$ cat src/rtl/bmp_pkg.sv
package bmp_pkg;

    typedef enum logic [1:0] {
        CMD_NOP = 2'd0,
        CMD_RD  = 2'd1,
        CMD_WR  = 2'd2,
        CMD_PRE = 2'd3
    } cmd_e;

    typedef enum logic [1:0] {
        ST_IDLE  = 2'd0,
        ST_READ  = 2'd1,
        ST_WRITE = 2'd2
    } state_e;

    // Stages between the read sampling edge and the pins.
    localparam int RD_LAT = 2;

endpackage

$ cat src/rtl/bmp_ctrl.sv
module bmp_ctrl
    import bmp_pkg::*;
#(
    parameter int MAX_LOG2 = 2,
    parameter int TURN_CYC = 3,
    parameter int BEAT_W   = 2
) (
    input  logic              clk,
    input  logic              rst_n,
    input  logic [1:0]        cmd_i,
    input  logic [1:0]        bl_sel_i,
    input  logic              mask_i,
    output state_e            state_o,
    output logic [BEAT_W-1:0] beat_o,
    output logic              rd_beat_o,
    output logic              wr_beat_o,
    output logic              err_o
);

    localparam int TA_W = $clog2(TURN_CYC + 1);

    cmd_e              cmd;
    state_e            st_q, st_d;
    logic [BEAT_W-1:0] beat_q, beat_d;
    logic [BEAT_W-1:0] last_q, last_d;
    logic [BEAT_W-1:0] new_last;
    logic [TA_W-1:0]   ta_q, ta_d;
    logic              err_q, err_d;
    logic              rd_beat, wr_beat, drive_beat, ta_ok;
    logic [1:0]        len_sel;

    assign cmd        = cmd_e'(cmd_i);
    assign rd_beat    = (st_q == ST_READ);
    assign wr_beat    = (st_q == ST_WRITE);
    assign drive_beat = rd_beat && !mask_i;
    assign ta_ok      = (ta_q == '0) && !drive_beat;

    always_comb begin
        if (int'(bl_sel_i) > MAX_LOG2) len_sel = 2'(MAX_LOG2);
        else                           len_sel = bl_sel_i;
        new_last = BEAT_W'((1 << len_sel) - 1);
    end

    // Turnaround counter: reloaded by any read activity that owns the bus.
    always_comb begin
        if (cmd == CMD_RD || drive_beat) ta_d = TA_W'(TURN_CYC);
        else if (ta_q != '0)             ta_d = ta_q - 1'b1;
        else                             ta_d = ta_q;
    end

    // Next state: burst continuation first, then command override.
    always_comb begin
        st_d   = st_q;
        beat_d = beat_q;
        last_d = last_q;
        err_d  = 1'b0;
        unique case (st_q)
            ST_IDLE: begin
                beat_d = '0;
            end
            ST_READ, ST_WRITE: begin
                if (beat_q == last_q) begin      // DONE
                    st_d   = ST_IDLE;
                    beat_d = '0;
                end else begin
                    beat_d = beat_q + 1'b1;
                end
            end
            default: begin
                st_d   = ST_IDLE;
                beat_d = '0;
            end
        endcase
        unique case (cmd)
            CMD_NOP: ;
            CMD_RD: begin                        // START_RD / SWITCH_RD
                st_d   = ST_READ;
                beat_d = '0;
                last_d = new_last;
            end
            CMD_WR: begin
                if (ta_ok) begin                 // START_WR
                    st_d   = ST_WRITE;
                    beat_d = '0;
                    last_d = new_last;
                end else begin
                    err_d  = 1'b1;
                end
            end
            CMD_PRE: begin                       // STOP
                st_d   = ST_IDLE;
                beat_d = '0;
            end
            default: ;
        endcase
    end

    always_ff @(posedge clk or negedge rst_n) begin
        if (!rst_n) begin
            st_q   <= ST_IDLE;
            beat_q <= '0;
            last_q <= '0;
            ta_q   <= '0;
            err_q  <= 1'b0;
        end else begin
            st_q   <= st_d;
            beat_q <= beat_d;
            last_q <= last_d;
            ta_q   <= ta_d;
            err_q  <= err_d;
        end
    end

    always_comb begin
        state_o   = st_q;
        beat_o    = beat_q;
        rd_beat_o = rd_beat;
        wr_beat_o = wr_beat;
        err_o     = err_q;
    end

    a_r2_legal_state: assert property (@(posedge clk) disable iff (!rst_n)
        (st_q == ST_IDLE) || (st_q == ST_READ) || (st_q == ST_WRITE));

    a_r5_beat_advance: assert property (@(posedge clk) disable iff (!rst_n)
        (cmd == CMD_NOP && st_q != ST_IDLE && beat_q != last_q)
        |=> (beat_q == $past(beat_q) + 1'b1) && (st_q == $past(st_q)));

    a_r6_restart: assert property (@(posedge clk) disable iff (!rst_n)
        (cmd == CMD_RD) |=> (st_q == ST_READ) && (beat_q == '0));

    a_r7_precharge: assert property (@(posedge clk) disable iff (!rst_n)
        (cmd == CMD_PRE) |=> (st_q == ST_IDLE));

    a_r8_early_write: assert property (@(posedge clk) disable iff (!rst_n)
        (cmd == CMD_WR && drive_beat) |=> err_q && (st_q != ST_WRITE || $past(st_q) == ST_WRITE));

endmodule

$ cat src/rtl/bmp_rd_pipe.sv
module bmp_rd_pipe
    import bmp_pkg::*;
#(
    parameter int DATA_W = 8
) (
    input  logic              clk,
    input  logic              rst_n,
    input  logic              beat_i,
    input  logic              mask_i,
    input  logic [DATA_W-1:0] data_i,
    output logic [DATA_W-1:0] dq_o,
    output logic              oe_o
);

    logic              v_q [RD_LAT];
    logic              m_q [RD_LAT];
    logic [DATA_W-1:0] d_q [RD_LAT];

    for (genvar i = 0; i < RD_LAT; i++) begin : g_stage
        if (i == 0) begin : g_head
            always_ff @(posedge clk or negedge rst_n) begin
                if (!rst_n) begin
                    v_q[0] <= 1'b0;
                    m_q[0] <= 1'b0;
                    d_q[0] <= '0;
                end else begin
                    v_q[0] <= beat_i;
                    m_q[0] <= mask_i;
                    d_q[0] <= data_i;
                end
            end
        end else begin : g_tail
            always_ff @(posedge clk or negedge rst_n) begin
                if (!rst_n) begin
                    v_q[i] <= 1'b0;
                    m_q[i] <= 1'b0;
                    d_q[i] <= '0;
                end else begin
                    v_q[i] <= v_q[i-1];
                    m_q[i] <= m_q[i-1];
                    d_q[i] <= d_q[i-1];
                end
            end
        end
    end

    always_comb begin
        oe_o = v_q[RD_LAT-1] && !m_q[RD_LAT-1];
        dq_o = oe_o ? d_q[RD_LAT-1] : '0;
    end

    a_r9_no_beat_no_drive: assert property (@(posedge clk) disable iff (!rst_n)
        !v_q[RD_LAT-1] |-> !oe_o && (dq_o == '0));

endmodule

$ cat src/rtl/bmp_wr_stage.sv
module bmp_wr_stage #(
    parameter int DATA_W = 8,
    parameter int BEAT_W = 2
) (
    input  logic              clk,
    input  logic              rst_n,
    input  logic              beat_i,
    input  logic              mask_i,
    input  logic [DATA_W-1:0] data_i,
    input  logic [BEAT_W-1:0] idx_i,
    output logic              en_o,
    output logic [DATA_W-1:0] data_o,
    output logic [BEAT_W-1:0] idx_o
);

    always_ff @(posedge clk or negedge rst_n) begin
        if (!rst_n) begin
            en_o   <= 1'b0;
            data_o <= '0;
            idx_o  <= '0;
        end else begin
            en_o <= beat_i && !mask_i;
            if (beat_i) begin
                data_o <= data_i;
                idx_o  <= idx_i;
            end
        end
    end

    a_r3_mask_blocks_write: assert property (@(posedge clk) disable iff (!rst_n)
        (beat_i && mask_i) |=> !en_o);

    a_r3_unmasked_commits: assert property (@(posedge clk) disable iff (!rst_n)
        (beat_i && !mask_i) |=> en_o && (idx_o == $past(idx_i)));

endmodule

$ cat src/rtl/burst_mask_pipe.sv
module burst_mask_pipe
    import bmp_pkg::*;
#(
    parameter int DATA_W   = 8,
    parameter int MAX_LOG2 = 2,
    parameter int TURN_CYC = 3,
    parameter int BEAT_W   = (MAX_LOG2 > 0) ? MAX_LOG2 : 1
) (
    input  logic              clk,
    input  logic              rst_n,
    input  logic [1:0]        cmd_i,
    input  logic [1:0]        bl_sel_i,
    input  logic              mask_i,
    input  logic [DATA_W-1:0] wdata_i,
    input  logic [DATA_W-1:0] rdata_i,
    output logic              rd_req_o,
    output logic              wr_en_o,
    output logic [DATA_W-1:0] wr_data_o,
    output logic [BEAT_W-1:0] wr_beat_o,
    output logic [DATA_W-1:0] rd_dq_o,
    output logic              rd_oe_o,
    output logic [1:0]        burst_state_o,
    output logic [BEAT_W-1:0] beat_o,
    output logic              cmd_err_o
);

    state_e st;
    logic   rd_beat, wr_beat;

    bmp_ctrl #(
        .MAX_LOG2 (MAX_LOG2),
        .TURN_CYC (TURN_CYC),
        .BEAT_W   (BEAT_W)
    ) u_ctrl (
        .clk       (clk),
        .rst_n     (rst_n),
        .cmd_i     (cmd_i),
        .bl_sel_i  (bl_sel_i),
        .mask_i    (mask_i),
        .state_o   (st),
        .beat_o    (beat_o),
        .rd_beat_o (rd_beat),
        .wr_beat_o (wr_beat),
        .err_o     (cmd_err_o)
    );

    bmp_rd_pipe #(
        .DATA_W (DATA_W)
    ) u_rd (
        .clk    (clk),
        .rst_n  (rst_n),
        .beat_i (rd_beat),
        .mask_i (mask_i),
        .data_i (rdata_i),
        .dq_o   (rd_dq_o),
        .oe_o   (rd_oe_o)
    );

    bmp_wr_stage #(
        .DATA_W (DATA_W),
        .BEAT_W (BEAT_W)
    ) u_wr (
        .clk    (clk),
        .rst_n  (rst_n),
        .beat_i (wr_beat),
        .mask_i (mask_i),
        .data_i (wdata_i),
        .idx_i  (beat_o),
        .en_o   (wr_en_o),
        .data_o (wr_data_o),
        .idx_o  (wr_beat_o)
    );

    assign rd_req_o      = rd_beat;
    assign burst_state_o = st;

    a_r4_read_mask_delay: assert property (@(posedge clk) disable iff (!rst_n)
        rd_oe_o |-> $past(rd_beat, 2) && !$past(mask_i, 2));

    a_r8_no_write_over_read: assert property (@(posedge clk) disable iff (!rst_n)
        !(wr_en_o && rd_oe_o));

endmodule

$ cat config.mk
export PLATFORM = sky130hd
export DESIGN_NAME = burst_mask_pipe
export DESIGN_NICKNAME = d
export VERILOG_FILES = /design/src/rtl/bmp_pkg.sv /design/src/rtl/bmp_ctrl.sv /design/src/rtl/bmp_rd_pipe.sv /design/src/rtl/bmp_wr_stage.sv /design/src/rtl/burst_mask_pipe.sv
export SDC_FILE = /design/constraint.sdc
export NUM_CORES = 1
export LEC_CHECK = 0
export BUFFER_PORTS_ARGS = -buffer_cell sky130_fd_sc_hd__buf_2
export CAP_MARGIN = 20
export CORE_MARGIN = 2
export CORE_UTILIZATION = 44
export CTS_CLUSTER_DIAMETER = 50
export CTS_CLUSTER_SIZE = 8
export DETAILED_ROUTE_END_ITERATION = 8
export PLACE_DENSITY = 0.73
export SYNTH_ARGS = -nofsm -noshare
export SYNTH_HDL_FRONTEND = slang
export SYNTH_SLANG_ARGS = --single-unit
$ cat constraint.sdc
create_clock -name clk -period 1.5 [get_ports clk]
set_input_delay 0.075 -clock clk [delete_from_list [all_inputs] [get_ports clk]]
set_output_delay 0.075 -clock clk [all_outputs]
set_load 0.02 [all_outputs]
* Word-level counts from Yosys, hierarchy flattened
Cells that the tools add are included.
** Storage, ports and cells
- Register bits after elaboration :: 40
- Bits of input ports :: 23
- Output and inout bits :: 26
- Logic and storage cells :: 58
** Cells by class
- Add/subtract/negate cells :: 3
- $lt $le $gt $ge :: 1
- Equality and inequality tests :: 7
- Shifts and indexed selects :: 1
- Muxes and demuxes :: 16
- Reductions and logical operators :: 16
** Operators by type and width (number)
- 2-to-1 mux 2 bit :: 9
- one-hot mux 2 bit (2 select lines) :: 3
- 2-to-1 mux 8 bit :: 1
- == test 2 bit, second input constant :: 3
- one-hot mux 2 bit (3 select lines) :: 1
- nonzero test 2 bit :: 3
- == test 2 x 1 -> 1 bit, second input constant :: 2
- logical AND 1 bit :: 4
- zero test 2 bit :: 2
- OR reduction 2 bit :: 2
- zero test 1 bit :: 3
- adder 2 x 1 -> 2 bit, second input constant :: 1
- == test 2 bit :: 1
- greater-than comparator 2 bit, second input constant :: 1
- 2-to-1 mux 1 bit :: 2
- inequality test 2 x 1 -> 1 bit, second input constant :: 1
- AND reduction 2 bit :: 1
- << shifter 1 x 2 -> 2 bit, first input constant :: 1
- subtractor 2 x 1 -> 2 bit, second input constant :: 1
- subtractor 2 bit, second input constant :: 1
- logical OR 1 bit :: 1

* Longest topological paths before layout
- Depth in word-level cells :: 6
- Mapped depth :: 6

* By module
Synthesis repeated with hierarchy kept, for this count alone.
** Second synthesis, totals
- Cell total of the unflattened synthesis :: 100
- Area, all modules :: 1508.9 µm²
** Modules (own cells, without submodules)
- bmp_rd_pipe :: times used 1, cells an instance 29, area each 576.8 µm², seq. area each 500.5 µm²
- bmp_ctrl :: times used 1, cells an instance 48, area each 493.0 µm², seq. area each 225.2 µm²
- bmp_wr_stage :: times used 1, cells an instance 23, area each 439.2 µm², seq. area each 275.3 µm²

* Worst setup path after synthesis
OpenSTA, ideal clock, no wires.
- Path kind :: flip-flop to flip-flop
- From :: register u_ctrl.st_q[1] (netlist: u_ctrl.state_o[1])
- To :: register u_ctrl.last_q[1]
- Library setup time :: 128 ps
- Arrival time :: 1582 ps
- Setup slack :: -210 ps
- Stages on the path, launching flop included :: 6
- Buffers on the path :: 0
- Clock period less this slack :: 1710 ps
- Cell sequence :: dfrtp_1 -> inv_1 -> ha_1 -> nand2b_2 -> a31oi_1 -> mux2_1
** On the way
- Word-level cells in the longest chain between the ends :: 6
** RTL lines
- start, declared :: RTL line bmp_ctrl.sv:23 : state_e st_q, st_d;
- start signal, assigned :: RTL line bmp_ctrl.sv:106 : st_q <= st_d;
- == test 2 x 1 -> 1 bit :: RTL line bmp_ctrl.sv:33 : assign rd_beat = (st_q == ST_READ);
- named net rd_req_o :: RTL line burst_mask_pipe.sv:16 : output logic rd_req_o,
- logical AND 1 bit :: RTL line bmp_ctrl.sv:35 : assign drive_beat = rd_beat && !mask_i;
- zero test 1 bit :: RTL line bmp_ctrl.sv:36 : assign ta_ok = (ta_q == '0) && !drive_beat;
- logical AND 1 bit :: RTL line bmp_ctrl.sv:36
- inequality test 2 x 1 -> 1 bit (no line)
- AND reduction 2 bit (no line)
- end signal, assigned :: RTL line bmp_ctrl.sv:108 : last_q <= last_d;
- end, declared :: RTL line bmp_ctrl.sv:25 : logic [BEAT_W-1:0] last_q, last_d;
The timed path passes the listed nets, and every way through them passes these cells.
A chain may end at the register's enable or synchronous reset.

* Worst setup path after layout
- From :: register u_ctrl.st_q[1] (netlist: u_ctrl.state_o[1])
- To :: register u_ctrl.last_q[1]
** On the way
- Word-level cells in the longest chain between the ends :: 6
** RTL lines (RTL line)
- == test 2 x 1 -> 1 bit :: bmp_ctrl.sv:33
- logical AND 1 bit :: bmp_ctrl.sv:35
- zero test 1 bit :: bmp_ctrl.sv:36
- logical AND 1 bit :: bmp_ctrl.sv:36
- inequality test 2 x 1 -> 1 bit (no line)
- AND reduction 2 bit (no line)
Every way passes these cells.

==> metrics.md <==
| Metric | Value |
|---|---|
| Run status | finished, final reports clean |
| Worst path required time | 1.74 ns |
| Worst Tran Pin Value | 0.2929 ns |
| DRC Markers | 0 |
| Core Region | 3103 µm² |
| Pleak | 1.044 nW |
| Final Hold Vio Count | 0 |
| Global-route wire length before repair | 3946 µm |
| Initial DRC count | 18 |
| Syn Nets | 128 |
| Synth warn | 0 |
| Synthesis-to-layout area growth | 44.60% |
| Seq/Total Area, Yosys | 0.6914 |
| Final HPWL DP | 1771 µm |
| Simple-Gate Fraction of Synth Area | 0.08643 |
| Io pins | 49 |
| Initial antenna violation count | 0 |
| Setup CP Type | reg -> reg |
| CTS Sinks | 40 |
| Post-synthesis mux area share | 0.08557 |
| Number of CTS-inserted buffers | 5 |
| Worst hold-check path type | in -> async |
| WP depth | 5 |
| Initial Util | 0.4665 |
| TritonCTS clock tree | yes |
| CP max-delay cell | dfrtp_2 |
| Detail Route Antenna Nets | 0 |
| Worst EP arrival | 1.64 ns |
| DIE AREA | 3765 µm² |
| Vias | 989 |
| CP endpoint kind | flip-flop |
| Adder-Cell Fraction of Synth Area | 0.04322 |
| Yosys reg bits | 40 |
| Max Clock Freq | 0.7120 GHz |
| Post-Synthesis Cells | 100 |
| Die X | 61.36 µm |
| Yosys top cell area share | 0.6914 |
| GRT overflow | 0 |
| Pwr Total | 0.002888 W |
| Layout cells sized above 1 | 0.4413 |
| Clk root buf | clkbuf_4 |
| CP startpoint kind | flip-flop |
| Final min period | 1.404 ns |
| FF-to-FF path depth | 5 |
| Max Slew Vio Count | 0 |
| Yosys cell types | 24 |
| Port Buffers | 48 |
| Die outline height | 61.36 µm |
| CP max FO | 5 |
| Post-synth top area cell | dfrtp_1 |
| Max Cap Viol | 0 |
| Clock Tree Buf Depth | 2 |
| Antenna diode count | 0 |
| Cell family with most CP delay | flip-flops |
| RSZ-0062 raised after global routing | no |
| Fin nets | 206 |
| Number of setup violations in the final report | 0 |
| CP cell instances | inv_2, ha_4, nand2b_2, a31oi_4, mux2_1 |
| Total negative setup slack | 0 ns |
| Mapped cell area | 1448 µm² |
| Peak supply drop | 0.0008000 V |
| DR pass1 iterations | 4 |
| H-Tree Level Count | 2 |
| Setup ws final | 0.09550 ns |
| DRT Wirelength | 2432 µm |
| Vias per inst | 4.435 |
| Largest net degree at the start of global routing | 23 |
| Place WS | 0.06933 ns |
| Synth Area in XOR/XNOR | 0.02420 |
| Vias in the first global route | 941 |
| Gpl congestion | 0.7601 |
| Ranking of synthesized cells by area | dfrtp_1 69%, mux2_2 7.8%, ha_1 4.3% |
| Wire length per cell | 10.91 µm |
| GR Util All Layers | 0.1527 |
| Tcrit/Tclk final | 0.9363 |
| Cell Rows | 20 |
| Worst skew pair latency | 0.34 ns |
| Compound-gate portion of the synthesized area | 0.04754 |
| Max incr delay on CP | 0.44 ns |
| Syn_area_per_cell | 14.48 µm² |
| Largest family of logic cells by synthesized area | simple AND/OR/NAND/NOR gates |
| Crit path buf inv count | 1 |
| Pwr dens | 1380 nW/µm² |
| Clk_skew | 0.007081 ns |
| Worst slew margin | 0.8048 |
| Clk slew on worst S/H paths | 0.11 ns |
-- cell type report --
| cell class | instances | area, µm² |
|---|---|---|
| Multi-Input combinational cell | 52 | 445.4 |
| Sequential cell | 40 | 1003 |
| Tap cell | 44 | 55.05 |
| Timing Repair Buffer | 74 | 490.5 |
| Clock buffer | 5 | 37.54 |
| Clock inverter | 3 | 42.54 |
| Inverter | 5 | 18.77 |
| Fill cell | 260 | 1010 |
-- worst reg2reg max path, cell delays in order, from the launching register on --
cell and delay (ns):
dfrtp_2 0.44, inv_2 0.09, ha_4 0.14, nand2b_2 0.10, a31oi_4 0.20, mux2_1 0.33
-- Yosys cell counts --
cell type	n
nor2b_2	1
nor2b_1	3
xnor2_1	3
clkbuf_1	2
a31oi_1	2
mux2_1	1
o32ai_1	1
o21ai_0	1
o211ai_1	1
nand2_1	5
a21boi_0	1
nor2_1	4
mux2_2	10
buf_2	1
dfrtp_1	40
o21a_1	1
a21boi_2	1
ha_1	5
inv_1	5
o41ai_1	1
nand2b_2	1
and2_1	8
xor2_1	1
nand3_1	1
-- logic make-up (layout without fill, tap and decap cells) --
logic type	Yosys count	count (layout)
fa+ha+maj	5	5
mux	11	11
xor+xnor	4	4
compound gates	9	9
buf+inv	8	87
simple gates	23	23
flops	40	40
-- what timing repair did --
item,CTS,global route
setup endpoints to repair,8,1
hold endpoints to repair,62,0
gates resized for setup,1,1
hold buffers,22,0
setup buffers,0,1
-- power by group --
part / internal, W / switching [W] / total [W] / leakage, nW
Combinational: 0.000372 / 0.000446 / 0.000818 / 0.520
Sequential: 0.00128 / 0.000105 / 0.00139 / 0.483
Clock: 0.000347 / 0.000332 / 0.000679 / 0.0412
-- layer usage --
layer	routed length, µm	up-vias	track usage
met5	0	-	0
met4	49	0	0.1003
met1	902	474	0.1711
li1	-	485	-
met2	1342	25	0.2492
met3	137	5	0.05042
-- stage by stage --
step	instances	area [µm²]	utilization	hold WS (ns)
after floorplan	100	1469	-	-0.2206
final	223	2093	0.6746	0.05512
after global routing	223	2093	0.6746	0.05609
after global placement	192	1774	0.5718	-0.1212
after detailed placement	192	1774	0.5718	-0.1198
after CTS	222	2077	0.6694	0.04264
-- state kept, by name (all words and copies together), names as in the netlist --
signal / flops
u_ctrl.err_o: 1
u_wr.idx_o: 2
u_rd.v_q: 2
u_rd.d_q: 16
u_ctrl.last_q: 2
u_wr.en_o: 1
u_rd.m_q: 2
u_ctrl.state_o: 2
u_wr.data_o: 8
u_ctrl.beat_o: 2
u_ctrl.ta_q: 2
-- worst paths after layout --
kind,from,end,slack [ns]
worst max-delay path,u_ctrl.state_o[1],u_ctrl.last_q[1],0.1
worst min-delay path,rst_n,u_ctrl.ta_q[0],0.06
worst max register to register,u_ctrl.state_o[1],u_ctrl.last_q[1],0.1
worst min register to register,u_rd.d_q[13],u_rd.d_q[5],0.36
max in group asynchronous,rst_n,u_ctrl.state_o[0],0.98
min in group clk,u_rd.d_q[13],u_rd.d_q[5],0.36
-- placed cells by master (no fill, tap or decap), drive strengths merged, types with 4 or more instances in the layout --
master / count
and2: 8
buf: 52
clkbuf: 5
nor2b: 4
nor2: 4
nand2: 5
ha: 5
mux2: 11
dlygate4sd3: 22
inv: 5
dfrtp: 40
Note: power is estimated with default switching activity, not from simulation.
